[src/rtl/prg_pkg.sv]
package prg_pkg;

    typedef enum logic [1:0] {
        ST_HOLD = 2'd0,
        ST_IDLE = 2'd1,
        ST_RUN  = 2'd2
    } prg_state_e;

    localparam int RATE_W = 4;
    localparam int BASE_W = 3;

    // Base code 2 is the slow time base: codes 1 and 2 stretch to exponents 8 and 9.
    function automatic logic [RATE_W-1:0] rate_exponent(input logic [RATE_W-1:0] code,
                                                        input logic [BASE_W-1:0] base);
        logic [RATE_W-1:0] e;
        e = code;
        if (base == 3'd2 && code == 4'd1) e = 4'd8;
        if (base == 3'd2 && code == 4'd2) e = 4'd9;
        return e;
    endfunction

    function automatic logic base_parks(input logic [BASE_W-1:0] base);
        return base[2:1] == 2'b11;
    endfunction

endpackage

[src/rtl/prg_sec_chain.sv]
module prg_sec_chain #(
    parameter int REF_LOG2 = 16
) (
    input  logic clk,
    input  logic rst_n,
    input  logic hold,
    input  logic ref_tick,
    output logic sec_tick
);
    localparam int CW = REF_LOG2;
    localparam logic [CW-1:0] HALF_START = {1'b1, {(CW-1){1'b0}}};

    logic [CW-1:0] cnt_q;

    always_ff @(posedge clk or negedge rst_n) begin
        if (!rst_n) begin
            cnt_q    <= HALF_START;
            sec_tick <= 1'b0;
        end else if (hold) begin
            cnt_q    <= HALF_START;
            sec_tick <= 1'b0;
        end else if (ref_tick) begin
            cnt_q    <= cnt_q + 1'b1;
            sec_tick <= &cnt_q;
        end else begin
            sec_tick <= 1'b0;
        end
    end

endmodule

[src/rtl/prg_rate_fsm.sv]
module prg_rate_fsm
    import prg_pkg::*;
#(
    parameter int REF_LOG2 = 16
) (
    input  logic              clk,
    input  logic              rst_n,
    input  logic              ref_tick,
    input  logic [RATE_W-1:0] rate_sel,
    input  logic [BASE_W-1:0] base_sel,
    output logic              parked,
    output logic              evt,
    output logic              sqw_raw
);
    localparam int CW  = REF_LOG2;
    localparam int EW  = $clog2(REF_LOG2 + 1);
    localparam int OFF = REF_LOG2 - 16;
    localparam logic [CW-1:0] ONE = {{(CW-1){1'b0}}, 1'b1};

    prg_state_e    state_q, state_d;
    logic [CW-1:0] cnt_q;
    logic [EW-1:0] exp_q, exp_new;
    logic [CW-1:0] last_val, half_val;
    logic          hold_req, code_nz, boundary, half_hit, restart;

    assign hold_req = base_parks(base_sel);
    assign code_nz  = rate_sel != '0;
    assign exp_new  = EW'(rate_exponent(rate_sel, base_sel)) + EW'(OFF);
    assign last_val = (ONE << exp_q) - ONE;
    assign half_val = (ONE << (exp_q - 1'b1)) - ONE;
    assign boundary = (state_q == ST_RUN) && ref_tick && (cnt_q == last_val);
    assign half_hit = (state_q == ST_RUN) && ref_tick && (cnt_q == half_val);
    assign restart  = (state_q != ST_RUN) || boundary;

    // next-state logic
    always_comb begin
        state_d = state_q;
        if (hold_req) begin
            state_d = ST_HOLD;
        end else begin
            unique case (state_q)
                ST_HOLD: state_d = code_nz ? ST_RUN : ST_IDLE;
                ST_IDLE: state_d = code_nz ? ST_RUN : ST_IDLE;
                ST_RUN:  state_d = boundary ? (code_nz ? ST_RUN : ST_IDLE) : ST_RUN;
                default: state_d = ST_HOLD;
            endcase
        end
    end

    // state register
    always_ff @(posedge clk or negedge rst_n) begin
        if (!rst_n) state_q <= ST_HOLD;
        else        state_q <= state_d;
    end

    // counter and outputs
    always_ff @(posedge clk or negedge rst_n) begin
        if (!rst_n) begin
            cnt_q   <= '0;
            exp_q   <= EW'(1 + OFF);
            evt     <= 1'b0;
            sqw_raw <= 1'b0;
        end else begin
            evt <= boundary;
            if (state_d != ST_RUN) begin
                cnt_q   <= '0;
                sqw_raw <= 1'b0;
            end else if (restart) begin
                cnt_q   <= '0;
                sqw_raw <= 1'b0;
                exp_q   <= exp_new;
            end else if (ref_tick) begin
                cnt_q <= cnt_q + 1'b1;
                if (half_hit) sqw_raw <= 1'b1;
            end
        end
    end

    assign parked = (state_q == ST_HOLD);

endmodule

[src/rtl/prg_rate_gen.sv]
module prg_rate_gen
    import prg_pkg::*;
#(
    parameter int REF_LOG2 = 16
) (
    input  logic       clk,
    input  logic       rst_n,
    input  logic       ref_tick,
    input  logic [3:0] rate_sel,
    input  logic [2:0] base_sel,
    input  logic       sqw_en,
    output logic       periodic_evt,
    output logic       sqw_out,
    output logic       sec_tick
);
    logic parked;
    logic sqw_raw;

    prg_rate_fsm #(.REF_LOG2(REF_LOG2)) i_fsm (
        .clk      (clk),
        .rst_n    (rst_n),
        .ref_tick (ref_tick),
        .rate_sel (rate_sel),
        .base_sel (base_sel),
        .parked   (parked),
        .evt      (periodic_evt),
        .sqw_raw  (sqw_raw)
    );

    prg_sec_chain #(.REF_LOG2(REF_LOG2)) i_sec (
        .clk      (clk),
        .rst_n    (rst_n),
        .hold     (parked),
        .ref_tick (ref_tick),
        .sec_tick (sec_tick)
    );

    assign sqw_out = sqw_raw & sqw_en;

endmodule

[config.mk]
export PLATFORM = sky130hd
export DESIGN_NAME = prg_rate_gen
export DESIGN_NICKNAME = d
export VERILOG_FILES = /design/src/rtl/prg_pkg.sv /design/src/rtl/prg_sec_chain.sv /design/src/rtl/prg_rate_fsm.sv /design/src/rtl/prg_rate_gen.sv
export SDC_FILE = /design/constraint.sdc
export NUM_CORES = 1
export LEC_CHECK = 0
export ABC_AREA = 0
export CORE_UTILIZATION = 56
export CTS_CLUSTER_SIZE = 25
export DETAILED_ROUTE_END_ITERATION = 8
export GPL_ROUTABILITY_DRIVEN = 0
export PLACE_DENSITY_LB_ADDON = 0.15
export SYNTH_ARGS = -nofsm -noshare
export SYNTH_HDL_FRONTEND = slang
export SYNTH_HIERARCHICAL = 1
export SYNTH_SLANG_ARGS = --single-unit
[constraint.sdc]
create_clock -name clk -period 3.5 [get_ports clk]
set_input_delay 0.525 -clock clk [delete_from_list [all_inputs] [get_ports clk]]
set_output_delay 0.525 -clock clk [all_outputs]
set_load 0.01 [all_outputs]
# [After elaboration in Yosys (flattened, before gate mapping)]
# Cells that the tools add are included.
[op_classes] n_addsub=5 eq_ne=10 shift=2 muxes=17 n_bitwise=2 reduce_logical=15
[ops] operator="$mux W16" n=5
[ops] operator="$add A16 B1 Y16 const B" n=2
[ops] operator="$eq A16 B16 Y1" n=2
[ops] operator="$sub A16 B1 Y16 const B" n=2
[ops] operator="$reduce_and A16 Y1" n=1
[ops] operator="$shl A1 B4 Y16 const A" n=1
[ops] operator="$shl A1 B5 Y16 const A" n=1
[ops] operator="$mux W4" n=2
[ops] operator="$mux W1" n=6
[ops] operator="$mux W2" n=3
[ops] operator="$reduce_bool A3 Y1" n=2
[ops] operator="$logic_and A1 B1 Y1" n=5
[ops] operator="$sub A4 B1 Y5 const B" n=1
[ops] operator="$eq A2 B2 Y1 const B" n=2
[ops] operator="$eq A4 B1 Y1 const B" n=1
[ops] operator="$eq A4 B2 Y1 const B" n=1
[ops] operator="$ne A2 B2 Y1 const B" n=2
[ops] operator="$pmux W2 S2" n=1
[ops] operator="$reduce_and A2 Y1" n=2
[ops] operator="$reduce_bool A4 Y1" n=1
[ops] operator="$eq A3 B2 Y1 const B" n=1
[ops] operator="$eq A2 B1 Y1 const B" n=1
[ops] operator="$logic_not A2 Y1" n=1
[ops] operator="$reduce_bool A2 Y1" n=1
[ops] operator="4 further kinds" n=4
[word_totals] ff_bits=41 in_bits=11 output_inout_bits=3

# [Depth between registers and ports, before layout]
# Gate-level depths: netlist of the first run.
[depth] ltp_word=10 mapped_depth=15 mapped_depth_nobuf=10

# [By module]
# Netlist of the first run, hierarchy kept.
[by_module_without_submodules] module="prg_rate_fsm" n_inst=1 cells_each=310 area_per_inst_um2=2501.1 seq_area_each_um2=601.8
[by_module_without_submodules] module="prg_sec_chain" n_inst=1 cells_each=86 area_per_inst_um2=873.3 seq_area_each_um2=426.7
[by_module_without_submodules] module="prg_rate_gen" n_inst=1 cells_each=1 area_per_inst_um2=6.3 seq_area_each_um2=0.0

# [Worst setup path before layout of the first run]
# No wires, ideal clock.
[synth_timing] kind="flip-flop to flip-flop" start="register i_fsm.exp_q[2]" end="register i_fsm.exp_q[0]" setup_ns=0.082 arrival_ns=3.299 required_ns=3.418 path_slack_ns=0.119 stages_incl_launch_ff=13 period_less_slack_ns=3.381 path_cell_list="dfrtp_1 > buf_2 > or2_1 > buf_2 > or2_2 > ha_1 > xnor2_1 > or4b_4 > a2111oi_4 > o2111ai_2 > o21ai_4 > nand3b_4 > mux2_4"
[synth_via] elab_chain_cells=10
[synth_lines] element="start, declared" line_no="prg_rate_fsm.sv:22" rtl="logic [EW-1:0] exp_q, exp_new;"
[synth_lines] element="start signal, assigned" line_no="prg_rate_fsm.sv:60" rtl="exp_q <= EW'(1 + OFF);"
[synth_lines] element="start signal, assigned" line_no="prg_rate_fsm.sv:71" rtl="exp_q <= exp_new;"
[synth_lines] element="$shl A1 B4 Y16 *" line_no="prg_rate_fsm.sv:29" rtl="assign last_val = (ONE << exp_q) - ONE;"
[synth_lines] element="$sub A16 B1 Y16 *" line_no="prg_rate_fsm.sv:29"
[synth_lines] element="$eq A16 B16 Y1 *" line_no="prg_rate_fsm.sv:31" rtl="assign boundary = (state_q == ST_RUN) && ref_tick && (cnt_q == last_val);"
[synth_lines] element="$logic_and A1 B1 Y1 *" line_no="prg_rate_fsm.sv:31"
[synth_lines] element="$mux W2" line_no="prg_rate_fsm.sv:44" rtl="ST_RUN: state_d = boundary ? (code_nz ? ST_RUN : ST_IDLE) : ST_RUN;"
[synth_lines] element="$pmux W2 S2" line_no="prg_rate_fsm.sv:41" rtl="unique case (state_q)"
[synth_lines] element="$mux W2" line_no="prg_rate_fsm.sv:38" rtl="if (hold_req) begin"
[synth_lines] element="$ne A2 B2 Y1" line_no="prg_rate_fsm.sv:65" rtl="if (state_d != ST_RUN) begin"
[synth_lines] element="$not A1 Y1 (no line)"
[synth_lines] element="$reduce_and A2 Y1 (no line) *"
# Every way passes the cells marked *; elsewhere a longest branch is shown, timed or not.
# A chain may end at the register's enable or synchronous reset.

# [Worst setup path in the final report of the first run]
[layout_timing] start="register i_fsm.exp_q[0]" end="register i_fsm.exp_q[0]"
# Same word-level chain as after synthesis.

==> results of run 1 <==
-- power by group through the flow --
stage / clock [W] / sequential [W] / combinational [W]
5_1_grt: 0.000419 / 0.000543 / 0.000717
2_1_floorplan: 0 / 0.000541 / 0.000501
4_1_cts: 0.000398 / 0.000537 / 0.000656
3_3_place_gp: 0 / 0.000546 / 0.000638
3_5_place_dp: 0 / 0.000547 / 0.000653
6_report: 0.000391 / 0.000538 / 0.000657
-- area by class of cell --
| type | instances | area (sq um) | area share (%) |
|---|---|---|---|
| sequential | 41 | 1030 | 28.1 |
| timing repair buffer | 25 | 215 | 5.87 |
| inverter | 10 | 37.5 | 1.02 |
| clock inverter | 1 | 30.0 | 0.819 |
| tap | 72 | 90.1 | 2.46 |
| clock buffer | 7 | 86.3 | 2.36 |
| multi-input combinational | 315 | 2180 | 59.4 |
-- flip-flops by register name (all words and copies together) (netlist names) --
register / flops
i_fsm/cnt_q: 16
i_sec/cnt_q: 16
i_fsm/exp_q: 4
i_fsm/state_q: 2
i_fsm/evt: 1
i_fsm/sqw_raw: 1
i_sec/sec_tick: 1
-- synthesized netlist by cell type (all sizes together), types with 10 or more instances --
library cell | n | area, sq um
nor2 | 50 | 190
xnor2 | 27 | 236
nand4 | 13 | 87.6
ha | 10 | 125
clkbuf | 16 | 60.1
xor2 | 28 | 245
inv | 10 | 37.5
nand3 | 15 | 75.1
a21oi | 15 | 75.1
buf | 15 | 77.6
nand2 | 30 | 113
o21ai | 15 | 86.3
nand2b | 13 | 81.3
dfrtp | 39 | 976
-- how the worst max path moves through the flow --
stage	start	end
final	i_fsm/exp_q[0]$_DFFE_PN1P_	i_fsm/exp_q[0]$_DFFE_PN1P_
after CTS	i_fsm/exp_q[0]$_DFFE_PN1P_	i_fsm/exp_q[0]$_DFFE_PN1P_
after global placement	i_fsm/exp_q[0]$_DFFE_PN1P_	i_fsm/exp_q[0]$_DFFE_PN1P_
after global routing	i_fsm/exp_q[2]$_DFFE_PN0P_	i_fsm/exp_q[0]$_DFFE_PN1P_
after floorplan	i_fsm/exp_q[2]$_DFFE_PN0P_	i_fsm/exp_q[0]$_DFFE_PN1P_
after detailed placement	i_fsm/exp_q[0]$_DFFE_PN1P_	i_fsm/exp_q[0]$_DFFE_PN1P_
-- critical path, cell delays in order (launching register included) --
cell and delay (ps):
dfstp_2 530, nand2b_1 120, or2_2 300, ha_1 300
xnor2_1 130, or4b_4 530, a2111oi_4 290, o2111ai_2 210
o21ai_4 270, nand3b_4 140, mux2_4 310
-- logic make-up (layout without fill, tap and decap cells) --
| group | Yosys count | count (layout) | synth area share (%) |
|---|---|---|---|
| simple gates | 176 | 176 | 28.6 |
| compound gates | 63 | 63 | 13.9 |
| xor+xnor | 56 | 56 | 14.9 |
| flops | 41 | 41 | 30.4 |
| buf+inv | 41 | 43 | 5.18 |
| fa+ha+maj | 10 | 10 | 3.70 |
| mux | 10 | 10 | 3.26 |
-- metal layers --
layer | share of wire (%) | vias up
li1 | - | 1394
met1 | 45 | 1362
met2 | 50 | 69
met3 | 3.9 | 10
met4 | 1.9 | 0
met5 | 0 | -
-- stage by stage --
step	setup slack (ps)	total power, W	area, sq um
3_5_place_dp	320	0.00120	3550
5_1_grt	104	0.00168	3660
3_3_place_gp	365	0.00118	3550
6_report	314	0.00159	3660
2_1_floorplan	119	0.00104	3380
4_1_cts	300	0.00159	3660
==> results.json, run 1 <==
{
  "status": "complete, no violations",
  "drt-vias-per-instance": 6.02,
  "ant_nets": 0,
  "synth_seq_area_share_pct": 30.4,
  "die_w_um": 79.7,
  "worst_setup_path_start_kind": "flop",
  "p_int_w": 0.00102,
  "fmax_ghz": 0.314,
  "final_cell_mix": "nor2_1 (49), dfrtp_1 (39), nand2_1 (30), xor2_1 (28), xnor2_1 (27)",
  "syn_nets": 418,
  "grt_pass1_wl_um": 13000,
  "clkPwrFrac_pct": 24.7,
  "initial_core_util_pct": 59.6,
  "ys_warn_count": 6,
  "routed_wl_um": 7670,
  "r2r_start": "i_fsm/exp_q[0]$_DFFE_PN1P_",
  "numCtsBuffers": 5,
  "cts_resized": 0,
  "std_cell_rows": 27,
  "slew_headroom_pct": 40.0,
  "pin_count": 14,
  "num_antenna_cells": 0,
  "netlist_instances": 397,
  "clock_latency_ps": 290,
  "hold_viol": 0,
  "layout_min_cycle_time_ps": 3190,
  "p_comb_share_pct": 41.4,
  "min_path_type": "primary input to asynchronous set/reset pin",
  "end_kind": "flop",
  "netSwitchingPower_w": 0.000570,
  "first_global_vias": 2815,
  "root_buffer": "clkbuf_8",
  "grt_start_max_net_pins": 42,
  "wl_per_cell_um": 16.3,
  "fp.dieH_um": 79.7,
  "worstPathArrival_ps": 3410,
  "crit_fanout": 6,
  "synthArstFlopShare_pct": 100,
  "io_buffers": 13,
  "antenna_found_initial": 0,
  "drt_iter0_drc": 132,
  "p_seq_share_pct": 33.9,
  "grtUsageTotal_pct": 26.4,
  "fill_cells": 483,
  "synth_cell_types": 73,
  "area_delta_synth_final_pct": 8.40,
  "gr-usage-met2_pct": 45.5,
  "die_area_sq_um": 6350,
  "hold_ws_ps": 364,
  "tns_ps": 0,
  "placedCellCount": 463,
  "critical_path_class": "flop to flop",
  "route.detailed.drc": 0,
  "top_usage_layer": "met2",
  "clockBufferDepth": 2,
  "drive_above_1_share_pct": 10.3,
  "fin_cells": 471,
  "max_cap_violations": 0,
  "drv_slew": 0,
  "required_ps": 3720,
  "ys.flop_type": "dfrtp_1",
  "worstMarginPinSlew_ps": 900,
  "final_common_cell": "nor2_1",
  "cts_hold_buf": 0,
  "sw_frac_of_total_pct": 35.9,
  "htreeDepth": 2,
  "finalSetupViolations": 0,
  "fin_util_pct": 64.6,
  "ff2ff_path_depth": 10,
  "cts_tree": "built",
  "cts_sinks": 41,
  "vias": 2835,
  "pwr_density_cell_nw_per_um2": 433,
  "grtUsageMet3_pct": 2.97,
  "ys_ff_latch": 41,
  "dpl.hpwl_um": 5530,
  "post-cts-setup-buffers": 0,
  "coreArea_sq_um": 5680,
  "reg2reg_slack_ps": 310,
  "fin_skew_ps": 6.62,
  "layout.nets": 419,
  "syn_area_sq_um": 3380,
  "vdd_drop_max_mv": 0.335,
  "r2r_end": "i_fsm/exp_q[0]$_DFFE_PN1P_",
  "use_met1_pct": 34.3,
  "power_leakage_nw": 1.51,
  "drt-pass1-iter-count": 4,
  "post-route-period-util_pct": 91.0,
  "clk_pin_slew_worst_paths_ps": 80,
  "synth_area_per_cell_sq_um": 8.52,
  "grt_overflow": 0,
  "synth-edff-count": 0,
  "rsz0062_at_grt": "false"
}
Power figures use the tool's default switching activity.
==> inputs of run 2 (changes only) <==
--- a/config.mk
+++ b/config.mk
@@ -7,6 +7,7 @@
 export LEC_CHECK = 0
 export ABC_AREA = 0
 export CORE_UTILIZATION = 56
+export CTS_CLUSTER_DIAMETER = 60
 export CTS_CLUSTER_SIZE = 25
 export DETAILED_ROUTE_END_ITERATION = 8
 export GPL_ROUTABILITY_DRIVEN = 0
==> results of run 2 <==
The final DEF is identical to that of run 1; final timing and power are the same.
==> inputs of run 3 (changes only) <==
--- a/config.mk
+++ b/config.mk
@@ -12,6 +12,7 @@
 export DETAILED_ROUTE_END_ITERATION = 8
 export GPL_ROUTABILITY_DRIVEN = 0
 export PLACE_DENSITY_LB_ADDON = 0.15
+export RECOVER_POWER = 25
 export SYNTH_ARGS = -nofsm -noshare
 export SYNTH_HDL_FRONTEND = slang
 export SYNTH_HIERARCHICAL = 1
==> constraint.sdc (replaced) <==
create_clock -name clk -period 2.7 [get_ports clk]
set_input_delay 0.405 -clock clk [delete_from_list [all_inputs] [get_ports clk]]
set_output_delay 0.405 -clock clk [all_outputs]
set_load 0.01 [all_outputs]
==> run 3 against run 2 <==
- the run now ends with capacitance limit, slew limit, setup timing left
- routed wire length grew 17%
- sequential power grew 30%
- non-clock buffer count grew 32
- critical path type unchanged
- highest routed layer unchanged
==> results.json, run 3 (synthesis gave the netlist of run 1 again) <==
{
  "numCtsBuffers": 5,
  "final_cell_area_sq_um": 4010,
  "end_kind": "flop",
  "io_buffers": 13,
  "initial_core_util_pct": 59.6,
  "status": "finished, violations left",
  "rsz0062_at_grt": "true",
  "root_buffer": "clkbuf_8",
  "reg2reg_slack_ps": -150,
  "worstMarginPinSlew_ps": 2260,
  "std_cell_rows": 27,
  "required_ps": 2930,
  "setup_ws_ps": -145,
  "clk_pin_slew_worst_paths_ps": 80,
  "first_global_vias": 2866,
  "cpPeakStageDelay_ps": 500,
  "r2r_start": "i_fsm/exp_q[3]$_DFFE_PN0P_",
  "cts_tree": "built",
  "hold_viol": 0,
  "fin_skew_ps": 7.47,
  "power_leakage_nw": 1.67,
  "drt-pass1-iter-count": 5,
  "area_delta_synth_final_pct": 18.7,
  "dpl.hpwl_um": 6280,
  "worstPathArrival_ps": 3070,
  "max_cap_violations": 1,
  "worst_setup_path_start_kind": "flop",
  "post-cts-setup-buffers": 0,
  "route.detailed.drc": 0,
  "coreArea_sq_um": 5680,
  "min_path_cells": 2,
  "slew_headroom_pct": -50.8,
  "cts_hold_buf": 0,
  "grt_pass1_wl_um": 13700,
  "cp_top_family": "simple AND/OR/NAND/NOR gates",
  "antenna_found_initial": 0,
  "crit_slowest_cell": "or4b_4",
  "grt_overflow": 0,
  "final_cell_mix": "buf_4 (41), dfrtp_1 (39), nor2_1 (37), nand2_1 (30), xor2_1 (28)",
  "holdPathEnd": "i_sec/sec_tick$_DFF_PN0_",
  "critical_path_class": "flop to flop",
  "finalSetupViolations": 23,
  "routed_wl_um": 8980,
  "layout_min_cycle_time_ps": 2850,
  "vdd_drop_max_mv": 0.450,
  "finalPower_w": 0.00215,
  "layout.nets": 451,
  "cts_sinks": 41,
  "crit_buf_inv": 0,
  "htreeDepth": 2,
  "drt-vias-per-instance": 6.07,
  "grtUsageTotal_pct": 28.6,
  "ff2ff_path_depth": 10,
  "die_area_sq_um": 6350,
  "pwr_density_cell_nw_per_um2": 535,
  "post-route-period-util_pct": 105,
  "crit_path_cell_trace": "or2_4 > or2_4 > ha_4 > xnor2_1 > or4b_4 > a2111oi_4 > o2111ai_4 > o21ai_4 > nand3b_4 > mux2_4",
  "r2r_end": "i_fsm/exp_q[0]$_DFFE_PN1P_",
  "final_common_cell": "buf_4",
  "cp_num_cells": 10,
  "drv_slew": 42,
  "ant_nets": 0,
  "violations": "capacitance limit, slew limit, setup timing",
  "top_regs": "i_fsm/cnt_q x16, i_sec/cnt_q x16, i_fsm/exp_q x4",
  "cpMostUsedCell": "or2_4",
  "clockBufferDepth": 2,
  "min_path_type": "flop to flop",
  "fp.dieH_um": 79.7,
  "min_from": "i_sec/cnt_q[15]$_DFFE_PN1P_",
  "drt_iter0_drc": 273,
  "drive_above_1_share_pct": 21.6,
  "pin_count": 14,
  "crit_fanout": 4,
  "place_area_sq_um": 3800,
  "num_antenna_cells": 0,
  "grt_start_max_net_pins": 42,
  "vias": 3051,
  "clock_latency_ps": 290,
  "die_w_um": 79.7,
  "fmax_ghz": 0.351,
  "wl_per_cell_um": 17.8
}
run 3: cell count changes in the layout (fill, tap and decap cells not counted), moves of 2 or more:
cell       previous run  this run
clkinv_2              0         2
nor2_1               49        37
or2_1                 4         2
clkbuf_16             0         2
or2_4                 0         3
nor2_2                1        13
buf_4                12        41
run 3: layout make-up:
cell class / instances / area (sq um)
clock inverter: 3 / 17.5
multi-input combinational: 315 / 2270
clock buffer: 5 / 68.8
fill: 450 / 1660
inverter: 10 / 37.5
sequential: 41 / 1030
timing repair buffer: 57 / 502
tap: 72 / 90.1
run 3: metrics by stage:
stage	util (%)	std cells	setup slack (ps)	hold WS (ps)	setup TNS [ps]
CTS	68.5	501	-154	288	-2150
global route	70.7	503	-240	574	-4200
finish	70.7	503	-145	553	-2030
global placement	67.0	493	-79.8	524	-300
floorplan	-	397	-402	109	-5890
detailed placement	67.0	493	-138	535	-1440
run 3: worst max path at each step:
stage / start / to / slack (ps)
floorplan: i_fsm/exp_q[3]$_DFFE_PN0P_ / i_fsm/exp_q[0]$_DFFE_PN1P_ / -400
global placement: i_fsm/exp_q[3]$_DFFE_PN0P_ / i_fsm/exp_q[0]$_DFFE_PN1P_ / -80
detailed placement: i_fsm/exp_q[3]$_DFFE_PN0P_ / i_fsm/exp_q[0]$_DFFE_PN1P_ / -140
CTS: i_fsm/exp_q[0]$_DFFE_PN1P_ / i_fsm/exp_q[0]$_DFFE_PN1P_ / -150
global route: i_fsm/exp_q[0]$_DFFE_PN1P_ / i_fsm/exp_q[0]$_DFFE_PN1P_ / -240
finish: i_fsm/exp_q[3]$_DFFE_PN0P_ / i_fsm/exp_q[0]$_DFFE_PN1P_ / -150
run 3: where the power goes:
group	switching [W]	internal [W]
registers	0.0000454	0.000652
clock network	0.000216	0.000178
logic	0.000570	0.000487
run 3: tightest hold or removal path: stages, from the launching register on:
cell	delay, ps
dfstp_2	380
nand2b_1	80
nor4_1	60
run 3: routing by layer:
| layer | share of wire [%] | up-vias | track usage [%] | wire (um) |
|---|---|---|---|---|
| li1 | - | 1451 | - | - |
| met1 | 44 | 1456 | 38.6 | 3920 |
| met2 | 48 | 119 | 47.6 | 4270 |
| met3 | 6.3 | 25 | 4.34 | 568 |
| met4 | 2.4 | 0 | 7.64 | 214 |
| met5 | 0 | - | 0 | 0 |
run 3: repair_timing:
item / 4_1_cts / 5_1_grt
resized for setup: 0 / 21
setup endpoints to repair: 23 / 23
cloned: 0 / 2
pin swaps: 3 / 2
